--- config.mk ---
export PLATFORM = sky130hd
export DESIGN_NAME = tone_qual_out
export DESIGN_NICKNAME = d
export VERILOG_FILES = /design/src/rtl/tq_pkg.sv /design/src/rtl/tq_tick_gen.sv /design/src/rtl/tq_integrator.sv /design/src/rtl/tq_out_stage.sv /design/src/rtl/tone_qual_out.sv
export SDC_FILE = /design/constraint.sdc
export NUM_CORES = 1
export LEC_CHECK = 0
export ABC_AREA = 1
export BUFFER_PORTS_ARGS = -buffer_cell sky130_fd_sc_hd__buf_2
export CORE_AREA = 2 2 59 61
export DETAILED_ROUTE_END_ITERATION = 12
export DIE_AREA = 0 0 61 63
export PLACE_DENSITY_LB_ADDON = 0.12
export SLEW_MARGIN = 20
export SYNTH_ARGS = -nofsm -noshare
export SYNTH_HDL_FRONTEND = slang
export SYNTH_SLANG_ARGS = --single-unit
--- constraint.sdc ---
create_clock -name clk -period 3.4 [get_ports clk]
set_input_delay 0.34 -clock clk [delete_from_list [all_inputs] [get_ports clk]]
set_output_delay 0.34 -clock clk [all_outputs]
set_load 0.03 [all_outputs]
--- src/rtl/tq_pkg.sv ---
package tq_pkg;
  typedef enum logic {
    MODE_PACKET = 1'b0,
    MODE_FOLLOW = 1'b1
  } out_mode_e;
endpackage

--- src/rtl/tq_tick_gen.sv ---
module tq_tick_gen #(
  parameter int TICK_DIV = 3580
) (
  input  logic clk,
  input  logic rst,
  output logic tick
);
  localparam int CW = (TICK_DIV > 1) ? $clog2(TICK_DIV) : 1;
  localparam logic [CW-1:0] LAST = CW'(TICK_DIV - 1);

  logic [CW-1:0] cnt;

  always_ff @(posedge clk) begin
    if (rst) begin
      cnt  <= '0;
      tick <= 1'b0;
    end else begin
      cnt  <= (cnt == LAST) ? '0 : cnt + 1'b1;
      tick <= (cnt == LAST);
    end
  end


  cnt_range_chk: assert property (@(posedge clk) disable iff (rst) cnt <= LAST);

  generate
    if (TICK_DIV > 1) begin : g_spacing

      tick_spacing_chk: assert property (@(posedge clk) disable iff (rst) tick |=> !tick);
    end
  endgenerate
endmodule

--- src/rtl/tq_integrator.sv ---
module tq_integrator #(
  parameter int INTEG_MAX = 44
) (
  input  logic clk,
  input  logic rst,
  input  logic tick,
  input  logic tone,
  output logic pkt
);
  localparam int LW = $clog2(INTEG_MAX + 1);
  localparam logic [LW-1:0] FULL = LW'(INTEG_MAX);

  logic [LW-1:0] lvl;
  logic [LW-1:0] lvl_nxt;

  always_comb begin
    lvl_nxt = lvl;
    if (tick) begin
      if (tone && lvl != FULL)      lvl_nxt = lvl + 1'b1;
      else if (!tone && lvl != '0)  lvl_nxt = lvl - 1'b1;
    end
  end

  always_ff @(posedge clk) begin
    if (rst) begin
      lvl <= '0;
      pkt <= 1'b0;
    end else begin
      lvl <= lvl_nxt;
      if (lvl_nxt == FULL)    pkt <= 1'b1;
      else if (lvl_nxt == '0) pkt <= 1'b0;
    end
  end


  lvl_bound_chk: assert property (@(posedge clk) disable iff (rst) lvl <= FULL);

  lvl_still_chk: assert property (@(posedge clk) disable iff (rst) !tick |=> $stable(lvl));

  empty_clear_chk: assert property (@(posedge clk) disable iff (rst) (lvl == '0) |-> !pkt);

  full_set_chk: assert property (@(posedge clk) disable iff (rst) (lvl == FULL) |-> pkt);
endmodule

--- src/rtl/tq_out_stage.sv ---
module tq_out_stage
  import tq_pkg::*;
#(
  parameter int NUM_CH = 2
) (
  input  logic              clk,
  input  logic              rst,
  input  out_mode_e         mode,
  input  logic              out_hiz,
  input  logic [NUM_CH-1:0] tone,
  input  logic [NUM_CH-1:0] pkt,
  output logic [NUM_CH-1:0] ch_data,
  output logic [NUM_CH-1:0] ch_drive
);
  always_ff @(posedge clk) begin
    if (rst) begin
      ch_data  <= '0;
      ch_drive <= '0;
    end else begin
      ch_drive <= out_hiz ? '0 : '1;
      if (out_hiz)                  ch_data <= '0;
      else if (mode == MODE_FOLLOW) ch_data <= tone;
      else                          ch_data <= pkt;
    end
  end


  hiz_release_chk: assert property (@(posedge clk) disable iff (rst)
    out_hiz |=> (ch_drive == '0 && ch_data == '0));

  drive_on_chk: assert property (@(posedge clk) disable iff (rst)
    !out_hiz |=> (ch_drive == '1));

  follow_path_chk: assert property (@(posedge clk) disable iff (rst)
    (mode == MODE_FOLLOW && !out_hiz) |=> (ch_data == $past(tone)));
endmodule

--- src/rtl/tone_qual_out.sv ---
module tone_qual_out
  import tq_pkg::*;
#(
  parameter int NUM_CH    = 2,
  parameter int TICK_DIV  = 3580,
  parameter int INTEG_MAX = 44
) (
  input  logic              clk,
  input  logic              rst,
  input  logic [NUM_CH-1:0] tone_i,
  input  logic              follow_sel,
  input  logic              out_hiz,
  output logic [NUM_CH-1:0] ch_data,
  output logic [NUM_CH-1:0] ch_drive
);
  logic              tick;
  logic [NUM_CH-1:0] pkt;
  out_mode_e         mode;

  assign mode = follow_sel ? MODE_FOLLOW : MODE_PACKET;

  tq_tick_gen #(.TICK_DIV(TICK_DIV)) u_tick (
    .clk (clk),
    .rst (rst),
    .tick(tick)
  );

  generate
    for (genvar g = 0; g < NUM_CH; g++) begin : g_ch
      tq_integrator #(.INTEG_MAX(INTEG_MAX)) u_integ (
        .clk (clk),
        .rst (rst),
        .tick(tick),
        .tone(tone_i[g]),
        .pkt (pkt[g])
      );
    end
  endgenerate

  tq_out_stage #(.NUM_CH(NUM_CH)) u_out (
    .clk     (clk),
    .rst     (rst),
    .mode    (mode),
    .out_hiz (out_hiz),
    .tone    (tone_i),
    .pkt     (pkt),
    .ch_data (ch_data),
    .ch_drive(ch_drive)
  );
endmodule

# ---- Word level (Yosys, flattened, before mapping)
# Cells that the tools add are included.
dict set report word_totals {
  ff_bits 31
  in_bits 6
  out_inout_bits 4
  elab_cells 45
}
dict set report classes {
  add_sub_neg 5
  n_eq_ne 5
  mux 13
  reduce_logical 14
}
# operator count
set ops {}
lappend ops {{two-way mux 6 bit} 6}
lappend ops {{adder 12 x 1 -> 12 bit, second input constant} 1}
lappend ops {{adder 6 x 1 -> 6 bit, second input constant} 2}
lappend ops {{== test 12 bit, second input constant} 1}
lappend ops {{== test 6 bit, second input constant} 2}
lappend ops {{logical NOT 6 bit} 2}
lappend ops {{inequality test 6 bit, second input constant} 2}
lappend ops {{nonzero test 6 bit} 2}
lappend ops {{subtractor 6 x 1 -> 6 bit, second input constant} 2}
lappend ops {{two-way mux 1 bit} 5}
lappend ops {{logical AND 1 bit} 4}
lappend ops {{two-way mux 2 bit} 2}
lappend ops {{nonzero test 2 bit} 2}
lappend ops {{OR reduction 2 bit} 2}
lappend ops {{logical NOT 1 bit} 2}

# ---- Longest topological paths before layout
dict set report logic_depth {
  depth_word 8
  mapped_depth 15
  ltp_nobuf 15
}

# ---- By module
# A second synthesis with hierarchy kept.
dict set report unflattened {
  cells_unflattened 295
  area_unflattened_um2 1933.1
}
# mod instances cells_per_inst area_each_um2 seq_area_each_um2
set modules_own_cells {}
lappend modules_own_cells {tq_integrator 2 101 609.3 140.1}
lappend modules_own_cells {tq_tick_gen 1 78 598.1 260.2}
lappend modules_own_cells {tq_out_stage 1 15 116.4 60.1}

# ---- Least setup slack after synthesis
# No wires, ideal clock.
dict set report synth_timing {
  kind {register to register}
  start {register g_ch[0].u_integ.lvl[0]}
  end {register g_ch[0].u_integ.pkt}
  setup_ns 0.117
  t_arrival_ns 1.517
  t_required_ns 3.283
  slack_ns 1.766
  path_stages_with_launch 16
  path_buffers 0
  synth_period_minus_slack_ns 1.634
  cell_sequence {dfxtp_1 -> inv_1 -> ha_1 -> nand2_1 -> nor2_1 -> nand2_2 -> nand2_4 -> nand2_2 -> nand2_2 -> nand2_1 -> nand2_1 -> nand2_1 -> inv_1 -> nand2_1 -> o21bai_1 -> nand2_1}
}
dict set report synth_between {
  elab_chain_len 7
  elab_cells_between_ends 13
  cone_classes {add/sub (2); eq/ne (2); mux (4); reduce/logical (5)}
}
# element line
set synth_lines {}
lappend synth_lines {{start, declared} tq_integrator.sv:13} ;# logic [LW-1:0] lvl;
lappend synth_lines {{start signal, assigned} tq_integrator.sv:29} ;# lvl <= lvl_nxt;
lappend synth_lines {{branches (longest 4 deep; another with subtractor 6 x 1 -> 6 bit)} n/a}
lappend synth_lines {{two-way mux 6 bit (*)} tq_integrator.sv:18} ;# if (tick) begin
lappend synth_lines {{== test 6 bit / logical NOT 6 bit (equally long branches)} {tq_integrator.sv:30, tq_integrator.sv:31}}
lappend synth_lines {{two-way mux 1 bit / nonzero test 2 bit (equally long branches)} n/a}
lappend synth_lines {{end signal, assigned} tq_integrator.sv:27} ;# pkt <= 1'b0;
lappend synth_lines {{end signal, assigned} tq_integrator.sv:30} ;# if (lvl_nxt == FULL) pkt <= 1'b1;
lappend synth_lines {{end signal, assigned} tq_integrator.sv:31} ;# else if (lvl_nxt == '0) pkt <= 1'b0;
lappend synth_lines {{end, declared} tq_integrator.sv:8} ;# output logic pkt
# Mark *: on every way between the ends.
# A chain may end at the register's enable or synchronous reset.

# ---- Worst setup path after layout
dict set report layout_timing {
  start {register g_ch[1].u_integ.lvl[0]}
  end {register g_ch[1].u_integ.pkt}
}
dict set report layout_between {
  elab_chain_len 7
  elab_cells_between_ends 13
  cone_classes {add/sub (2); eq/ne (2); mux (4); reduce/logical (5)}
}
# element line
set layout_lines {}
lappend layout_lines {{start, declared} tq_integrator.sv:13}
lappend layout_lines {{start signal, assigned} tq_integrator.sv:29}
lappend layout_lines {{branches (longest 4 deep; another with subtractor 6 x 1 -> 6 bit)} n/a}
lappend layout_lines {{two-way mux 6 bit (*)} tq_integrator.sv:18}
lappend layout_lines {{== test 6 bit / logical NOT 6 bit (equally long branches)} {tq_integrator.sv:30, tq_integrator.sv:31}}
lappend layout_lines {{two-way mux 1 bit / nonzero test 2 bit (equally long branches)} n/a}
lappend layout_lines {{end signal, assigned} tq_integrator.sv:27}
lappend layout_lines {{end signal, assigned} tq_integrator.sv:30}
lappend layout_lines {{end signal, assigned} tq_integrator.sv:31}
lappend layout_lines {{end, declared} tq_integrator.sv:8}
# Marks and branches as above.

==> flow_metrics.py <==
metrics = {
    "setup_path": {
        "r2r_start": "g_ch[1].u_integ.lvl[0]",
        "reg2regPathDepth": 14,
        "regToRegEndpoint": "g_ch[1].u_integ.pkt",
        "path_class": "reg -> reg",
        "cp_data_arrival_time_ps": 2090,
        "worstPathMaxFanout": 5,
        "reg2reg_setup_slack_ps": 1540,
        "crit_required_ps": 3630,
        "end_kind": "flip-flop",
        "cp-start-kind": "flip-flop",
    },
    "finish": {
        "diodes": 0,
        "final_cell_mix": "82 x nand2_1, 50 x nor2_1, 37 x inv_1, 30 x dfxtp_1, 25 x nand3_1",
        "stdcell_count": 346,
        "drive_gt1_share_pct": 12.3,
        "final_core_util_pct": 60.1,
        "mostFrequentLayoutCell": "nand2_1",
        "fin_nets": 311,
        "synthToLayoutAreaGrowth_pct": 6.30,
    },
    "sta": {
        "tightestPinTransition_ps": 674,
        "min_period_ps": 1860,
        "setup_violations": 0,
        "rsz0062_at_grt": "no",
        "slew_headroom_pct": 55.0,
        "period_share_pct": 54.7,
        "final.setup.tns_ps": 0,
        "finalClockSkew_ps": 9.23,
        "hold_viol": 0,
        "drv_slew": 0,
        "clock.fmax_mhz": 538,
    },
    "clock_network": {
        "clk_pin_slew_ps": 90,
        "cts_hold_buf": 0,
        "clkSinkCount": 30,
        "clk_latency_ps": 320,
        "cts_made_buffers": 5,
        "cts_max_path_buffers": 2,
        "cts_setup_buffers": 0,
        "cts_tree": "built",
        "cts-resized-gates": 0,
        "htree_levels": 2,
        "cts-root-buf": "clkbuf_4",
    },
    "worst_hold_path": {
        "hp-class": "in -> reg",
        "holdPathEnd": "u_out.ch_drive[0]",
        "min_from": "out_hiz",
        "hold-path-cell-count": 2,
    },
    "logic_synthesis": {
        "synth_warnings": 0,
        "syn_area_um2": 1830,
        "synthCells": 291,
        "yosysSeqAreaShare_pct": 32.9,
        "ys_seq_elements": 30,
        "postSynthAreaPerCell_um2": 6.28,
        "synth_nets": 302,
        "synth_cell_types": 30,
    },
    "pwr": {
        "p_per_area_nw_per_um2": 302,
        "vdd_ir_drop_max_uv": 220,
        "p_leak_uw": 0.000965,
    },
    "outcome": {
        "status": "finished, final reports clean",
    },
    "global_routing": {
        "grt_pass1_vias": 1525,
        "grt_max_degree": 17,
        "track_usage_pct": 21.8,
        "grt_pass1_wl_um": 6500,
        "overflow": 0,
        "antenna_found_initial": 0,
    },
    "route": {
        "first_pass_iters": 4,
        "vias": 1691,
        "drt-initial-drc-count": 123,
        "post-route-drc-count": 0,
        "wl_per_cell_um": 10.2,
        "viasPerCell": 4.89,
        "ant_nets": 0,
        "wl_um": 3540,
    },
    "placement": {
        "numPortBuffers": 9,
        "gp_congestion": 0.908,
        "hpwlAfterDp_um": 2770,
        "place_inst": 339,
    },
    "die": {
        "boundaryPins": 10,
        "rows": 21,
        "start_util_pct": 56.5,
        "dieHeight_um": 63,
        "die_area_um2": 3840,
        "coreArea_um2": 3230,
        "dieWidth_um": 61,
    },
    "run": {
        "max-cap-violations": 0,
    },
}
==> per-stage QoR <==
stage | setup slack [ps] | power [uW] | hold WS, ps | cell area, um2
5_1_grt | 1340 | 616 | 181 | 1940
2_1_floorplan | 1770 | 394 | 418 | 1830
3_5_place_dp | 1560 | 405 | 436 | 1900
3_3_place_gp | 1570 | 405 | 433 | 1900
6_report | 1540 | 586 | 187 | 1940
4_1_cts | 1540 | 594 | 169 | 1940
==> cells by family after synthesis <==
logic type / Yosys count / synth area share, %
and+or+nand+nor: 187 / 45.2
buffers and inverters: 46 / 9.79
DFF: 30 / 32.9
AOI/OAI and AO/OA: 19 / 6.78
adders and majority gates: 5 / 3.42
xor gates and xnor gates: 4 / 1.92
==> per-layer routing <==
| metal | GRT usage [%] | vias up | share of wire (%) |
|---|---|---|---|
| met5 | 0 | - | 0 |
| met4 | 7.61 | 0 | 1.6 |
| met3 | 5.38 | 6 | 5.2 |
| met2 | 32.3 | 29 | 44 |
| met1 | 30.4 | 738 | 49 |
| li1 | - | 918 | - |
==> report_power, final <==
part           switching, uW  internal, uW
registers               2.65           355
logic                   27.2          11.7
clock network            111          77.8
total                    141           445
==> cell type report <==
cell class	count	area [um2]
fill	336	1290
tap	46	57.6
clock buffer	7	45.0
multi-input combinational	215	1050
timing repair buffer	9	45.0
sequential	30	601
inverter	39	146
==> synth_stat cells <==
cell      number  area, um2
nand3_2        1       10.0
nand3b_1       1       7.51
o21ai_2        2       17.5
nand2_1       82        308
o21bai_1       1       7.51
o21ai_0        5       25.0
inv_2          2       7.51
nor3_1         5       25.0
dfxtp_1       30        601
o21ai_1        1       5.00
clkbuf_1       3       11.3
o21a_1         1       7.51
xor2_1         4       35.0
buf_2          1       5.00
buf_4          1       7.51
a21oi_1        6       30.0
a21oi_2        1       8.76
nor2_1        50        188
buf_1          1       3.75
nand2_4        3       33.8
inv_1         37        139
a21oi_4        1       16.3
nand4_1        4       25.0
nand3_1       25        125
clkbuf_2       1       5.00
nor3b_1        3       22.5
a31oi_1        1       6.26
ha_1           5       62.6
nand2_2       10       62.6
nor2_2         3       18.8
==> how the worst max path moves through the flow <==
stage	start	to	slack, ps	cells past startpoint
floorplan	g_ch[0].u_integ.lvl[0]	g_ch[0].u_integ.pkt	1770	15
global placement	g_ch[1].u_integ.lvl[0]	g_ch[1].u_integ.pkt	1570	14
detailed placement	g_ch[1].u_integ.lvl[0]	g_ch[1].u_integ.pkt	1560	14
CTS	g_ch[1].u_integ.lvl[0]	g_ch[1].u_integ.pkt	1540	14
global route	g_ch[1].u_integ.lvl[0]	g_ch[1].u_integ.pkt	1340	15
finish	g_ch[1].u_integ.lvl[0]	g_ch[1].u_integ.pkt	1540	14
==> critical path, stage by stage, from the launching register on <==
cell     delay, ps
dfxtp_1        400
inv_1           90
ha_1           260
inv_1          100
nor2_2          50
nand2_2        100
nand2_4         80
nand2_2        100
nand2_4         60
o21ai_2        200
nand2_1         70
nor2_1         100
nand2_1         60
nand2_1         50
nand2_1         40
==> state kept, by name, summed over array words and instances (netlist names) <==
signal,cells
g_ch.u_integ.lvl,12
g_ch.u_integ.pkt,2
u_out.ch_data,2
u_out.ch_drive,1
u_tick.cnt,12
u_tick.tick,1
No activity file was read; power rests on OpenSTA's default activity.
